$ cat config.mk
export PLATFORM = sky130hd
export DESIGN_NAME = cla_adder
export DESIGN_NICKNAME = d
export VERILOG_FILES = /design/src/rtl/cla_pkg.sv /design/src/rtl/cla_carry_unit.sv /design/src/rtl/cla_group.sv /design/src/rtl/cla_adder.sv
export SDC_FILE = /design/constraint.sdc
export NUM_CORES = 1
export LEC_CHECK = 0
export BUFFER_PORTS_ARGS = -buffer_cell sky130_fd_sc_hd__buf_2
export CAP_MARGIN = 5
export CORE_MARGIN = 4
export CORE_UTILIZATION = 48
export DETAILED_ROUTE_END_ITERATION = 7
export PLACE_DENSITY = 0.85
export SETUP_SLACK_MARGIN = 0.3
export SLEW_MARGIN = 10
export SYNTH_ARGS = -nofsm -noshare
export SYNTH_HDL_FRONTEND = slang
export SYNTH_SLANG_ARGS = --single-unit
$ cat constraint.sdc
create_clock -name vclk -period 2.4
set_input_delay 0.24 -clock vclk [all_inputs]
set_output_delay 0.24 -clock vclk [all_outputs]
set_load 0.02 [all_outputs]
$ cat src/rtl/cla_pkg.sv
// Shared sizing for the two-level lookahead adder.
// Assumes the total width is an exact multiple of the group width.
package cla_pkg;
    localparam int unsigned CLA_GROUP_W    = 4;
    localparam int unsigned CLA_NUM_GROUPS = 4;
    localparam int unsigned CLA_WIDTH      = CLA_GROUP_W * CLA_NUM_GROUPS;
endpackage : cla_pkg

$ cat src/rtl/cla_carry_unit.sv
// Lookahead carry unit: from N generate/propagate pairs and a carry-in it
// forms every carry in flat sum-of-products form (no chain between
// positions), plus the combined generate/propagate of all N positions.
// The same unit serves at bit level inside a group and at group level.
// Assumes propagate may be the OR form; it is never reused for sums.
module cla_carry_unit #(
    parameter int unsigned N = 4
) (
    input  logic [N-1:0] gen_i,
    input  logic [N-1:0] prop_i,
    input  logic         cin_i,
    output logic [N-1:0] carry_o,   // carry into position i
    output logic         cout_o,    // carry out of position N-1
    output logic         grp_gen_o,
    output logic         grp_prop_o
);
    logic [N:0] cy;

    // Expand every carry from g, p and cin alone (two-level form).
    always_comb begin
        cy[0] = cin_i;
        for (int i = 0; i < N; i++) begin
            logic acc;
            logic pterm;
            pterm = cin_i;
            for (int j = 0; j <= i; j++) pterm = pterm & prop_i[j];
            acc = pterm;
            for (int j = 0; j <= i; j++) begin
                logic t;
                t = gen_i[j];
                for (int k = j + 1; k <= i; k++) t = t & prop_i[k];
                acc = acc | t;
            end
            cy[i+1] = acc;
        end
    end

    // Combined generate: the carry out when the carry-in is zero.
    always_comb begin
        grp_gen_o = 1'b0;
        for (int j = 0; j < N; j++) begin
            logic t;
            t = gen_i[j];
            for (int k = j + 1; k < N; k++) t = t & prop_i[k];
            grp_gen_o = grp_gen_o | t;
        end
    end

    // Combined propagate: every position passes a carry.
    assign grp_prop_o = &prop_i;

    assign carry_o = cy[N-1:0];
    assign cout_o  = cy[N];

    // Each flat carry must agree with the rippled recurrence.
    for (genvar i = 0; i < N; i++) begin : g_rec
        always_comb begin

            carry_rec_chk: assert (cy[i+1] == (gen_i[i] | (prop_i[i] & cy[i])))
                else $error("carry recurrence broken at position %0d", i);
        end
    end

    // Carry out must follow from the combined terms.
    always_comb begin

        grp_terms_chk: assert (cout_o == (grp_gen_o | (grp_prop_o & cin_i)))
            else $error("carry out disagrees with group generate/propagate");
    end
endmodule : cla_carry_unit

$ cat src/rtl/cla_group.sv
// One lookahead group of W bits: per-bit generate (AND) and propagate (OR),
// internal carries from a flat lookahead unit, sums as a^b^carry.
// Assumes the group carry-in comes from a higher-level lookahead unit.
module cla_group #(
    parameter int unsigned W = 4
) (
    input  logic [W-1:0] a_i,
    input  logic [W-1:0] b_i,
    input  logic         cin_i,
    output logic [W-1:0] sum_o,
    output logic         grp_gen_o,
    output logic         grp_prop_o
);
    logic [W-1:0] gen;
    logic [W-1:0] prop;
    logic [W-1:0] half;
    logic [W-1:0] carry;
    logic         cout;

    // Per-bit terms; the XOR is kept apart from the OR propagate.
    assign gen  = a_i & b_i;
    assign prop = a_i | b_i;
    assign half = a_i ^ b_i;

    cla_carry_unit #(.N(W)) u_carry (
        .gen_i      (gen),
        .prop_i     (prop),
        .cin_i      (cin_i),
        .carry_o    (carry),
        .cout_o     (cout),
        .grp_gen_o  (grp_gen_o),
        .grp_prop_o (grp_prop_o)
    );

    // Sum is formed last from the bit carries.
    assign sum_o = half ^ carry;

    // Group result must match arithmetic on this slice.
    always_comb begin

        grp_sum_chk: assert ({cout, sum_o} == ({1'b0, a_i} + {1'b0, b_i} + {{W{1'b0}}, cin_i}))
            else $error("group sum mismatch");
    end
endmodule : cla_group

$ cat src/rtl/cla_adder.sv
// Two-level carry-lookahead adder: NUM_GROUPS groups of GROUP_W bits,
// group carries formed by a second lookahead unit from the group terms.
// Exports whole-width generate/propagate for nesting in a larger tree.
// Purely combinational; assumes no clock or reset is needed.
module cla_adder
    import cla_pkg::*;
#(
    parameter int unsigned GROUP_W    = CLA_GROUP_W,
    parameter int unsigned NUM_GROUPS = CLA_NUM_GROUPS,
    localparam int unsigned WIDTH     = GROUP_W * NUM_GROUPS
) (
    input  logic [WIDTH-1:0] a_in,
    input  logic [WIDTH-1:0] b_in,
    input  logic             carry_in,
    output logic [WIDTH-1:0] sum_out,
    output logic             carry_out,
    output logic             blk_gen,
    output logic             blk_prop
);
    logic [NUM_GROUPS-1:0] g_gen;
    logic [NUM_GROUPS-1:0] g_prop;
    logic [NUM_GROUPS-1:0] g_cin;

    // First level: one lookahead group per slice.
    for (genvar k = 0; k < NUM_GROUPS; k++) begin : g_grp
        cla_group #(.W(GROUP_W)) u_grp (
            .a_i        (a_in[k*GROUP_W +: GROUP_W]),
            .b_i        (b_in[k*GROUP_W +: GROUP_W]),
            .cin_i      (g_cin[k]),
            .sum_o      (sum_out[k*GROUP_W +: GROUP_W]),
            .grp_gen_o  (g_gen[k]),
            .grp_prop_o (g_prop[k])
        );
    end

    // Second level: group carries from group generate/propagate.
    cla_carry_unit #(.N(NUM_GROUPS)) u_top (
        .gen_i      (g_gen),
        .prop_i     (g_prop),
        .cin_i      (carry_in),
        .carry_o    (g_cin),
        .cout_o     (carry_out),
        .grp_gen_o  (blk_gen),
        .grp_prop_o (blk_prop)
    );

    // Whole-width result against plain arithmetic.
    always_comb begin

        sum_value_chk: assert ({carry_out, sum_out} ==
                ({1'b0, a_in} + {1'b0, b_in} + {{WIDTH{1'b0}}, carry_in}))
            else $error("adder result mismatch");

        blk_prop_chk: assert (blk_prop == (&(a_in | b_in)))
            else $error("whole-width propagate mismatch");
    end
endmodule : cla_adder

==> flow_metrics.tcl <==
set metrics [dict create \
    path_class "in -> out" \
    yosys-top-cells-count "inv_1 (43), ha_1 (32), nand2_1 (10), nor2_1 (8), a21oi_1 (7)" \
    gr-total-overflow 0 \
    vias 1533 \
    synth-simple-area-share 0.2197 \
    drt_iter0_drc 139 \
    hold_buffers 0 \
    status "complete, no violations" \
    syn_inst 170 \
    cp.required_ps 2160 \
    synthesis.area_mm2 0.001247 \
    crit_chain "buf_8 > clkinv_4 > ha_4 > inv_2 > a221o_1 > o2111a_2 > nor3_4 > inv_1 > fa_2 > xor2_4 > buf_6" \
    final_util 0.8217 \
    dp_hpwl_mm 2.835 \
    post_route_cells_drive_above_1_share 0.4582 \
    worstHoldPathCells 3 \
    grt_max_degree 7 \
    core_mm2 0.002477 \
    synth.most_common_cell "inv_1" \
    regArea_um2 0 \
    synth_top_area_frac 0.3210 \
    powerDensity_mw_per_mm2 283.2 \
    seq_cells 0 \
    nFillCells 152 \
    setup_viol 0 \
    synth_fa_ha_area_frac 0.3852 \
    syn_nets 239 \
    grt_pass1_vias 1518 \
    tightest_slew_ps 511.0 \
    drv_slew 0 \
    floorplan.initialDensity 0.5035 \
    drt-total-wl_mm 4.128 \
    wire_per_inst_um 14.69 \
    hold_class "in -> out" \
    ant_nets 0 \
    die_width_um 58.98 \
    cp_slowest_cell "fa_2" \
    syn_area_per_cell_um2 7.338 \
    ir_drop_mv 0.2384 \
    synth_warnings 0 \
    cp-end-kind "output port" \
    synth_top_family_by_area "adder cells" \
    crit_path_start_kind "primary input" \
    grt_pass1_wl_mm 6.520 \
    path_max_fanout 3 \
    report.power.total_mw 0.5765 \
    ioPinCount 52 \
    yosys-top-cells-area "ha_1 (32%), inv_1 (13%), fa_1 (6.4%)" \
    max_freq_ghz 0.4265 \
    area_delta_synth_final_pct 63.19 \
    post_drt_via_cell_ratio 5.456 \
    num_rows 18 \
    seq_area_frac_synth 0 \
    io_buffers 52 \
    p_leak_nw 1.103 \
    detailedPlace.worstSlack_ps -141.0 \
    final.period_utilization 0.9769 \
    rsz0062_at_grt "yes" \
    setup_tns_ps 0 \
    synthXorXnorAreaFrac 0.04915 \
    slowest_delay_ps 380 \
    dr.pass1.iters 4 \
    synth.area.mux_share 0.009027 \
    antenna_found_initial 0 \
    die_h_um 58.98 \
    clock_buffers 0 \
    track_usage 0.2367 \
    cap_violations 0 \
    arrival_ps 2100 \
    hold_violations 0 \
    yosysTopAreaCell "ha_1" \
    fin_ws_ps 55.52 \
    nets 322 \
    stdcell_area_mm2 0.002036 \
    place_area_mm2 0.001784 \
    synth_cell_types 40 \
    finalCriticalPeriod_ps 2344 \
    route.detailed.drc 0 \
    maxSlewHeadroom 0.6562 \
    antennaDiodeCount 0 \
    routabilityCongestion 0.8989 \
    die-area_mm2 0.003479 \
    synth_compound_area_frac 0.2076 \
]
[per-layer routing]
layer	vias to the layer above	wire (um)	track usage
met5	-	0	0
met4	0	43	0.05825
met3	6	252	0.02179
met2	68	2233	0.4574
met1	721	1598	0.2748
li1	738	-	-
[cells by family after synthesis]
logic type / count (synthesis)
fa+ha+maj: 36
mux: 1
compound gates: 34
xor+xnor: 7
simple gates: 49
buf+inv: 43
[timing repair]
item,CTS,global route
setup endpoints to repair,12,15
gates resized for setup,32,14
pin swaps,16,0
setup buffers,10,2
[per-stage QoR]
step / std cells / hold slack [ps]
5_1_grt: 281 / 937.5
6_report: 281 / 910.7
3_3_place_gp: 269 / 897.0
2_1_floorplan: 170 / 726.1
3_5_place_dp: 269 / 893.3
4_1_cts: 279 / 894.9
[area by class of cell]
type	instances	area, um^2	area share
inverters	43	183.9	0.09035
multi-input cells	127	1259	0.6183
well taps	30	37.54	0.01844
repair buffers	81	555.5	0.2729
[placed cells by master (no fill, tap or decap), types with 3 or more instances in the layout]
cell,netlist,routed
buf_2,0,39
inv_1,43,38
buf_4,0,32
ha_1,32,26
nand2_1,10,9
buf_6,0,8
a21oi_1,7,7
nor2_1,8,7
nor2b_1,5,5
o21bai_1,4,4
nor3_1,6,4
nor4_1,4,3
a311oi_2,0,3
o21ai_0,5,3
xor2_1,5,3
nand3_1,3,3
ha_4,0,3
ha_2,0,3
[where the power goes]
group / total (mW) / switching (mW) / internal [mW]
clock network: 0 / 0 / 0
registers: 0 / 0 / 0
logic: 0.576 / 0.303 / 0.274
[final timing paths]
check / slack (ps) / end / startpoint
setup / recovery: 60 / sum_out[13] / a_in[3]
hold / removal: 910 / sum_out[0] / carry_in
[critical path, delay by kind of cell]
| family | cells | cell delay, ps |
|---|---|---|
| buffers and inverters | 5 | 380 |
| adder cells (fa/ha/maj) | 2 | 530 |
| XOR/XNOR | 1 | 160 |
| AO/OA/AOI/OAI | 2 | 650 |
| AND/OR/NAND/NOR | 1 | 140 |
(Power assumes the default switching activity.)
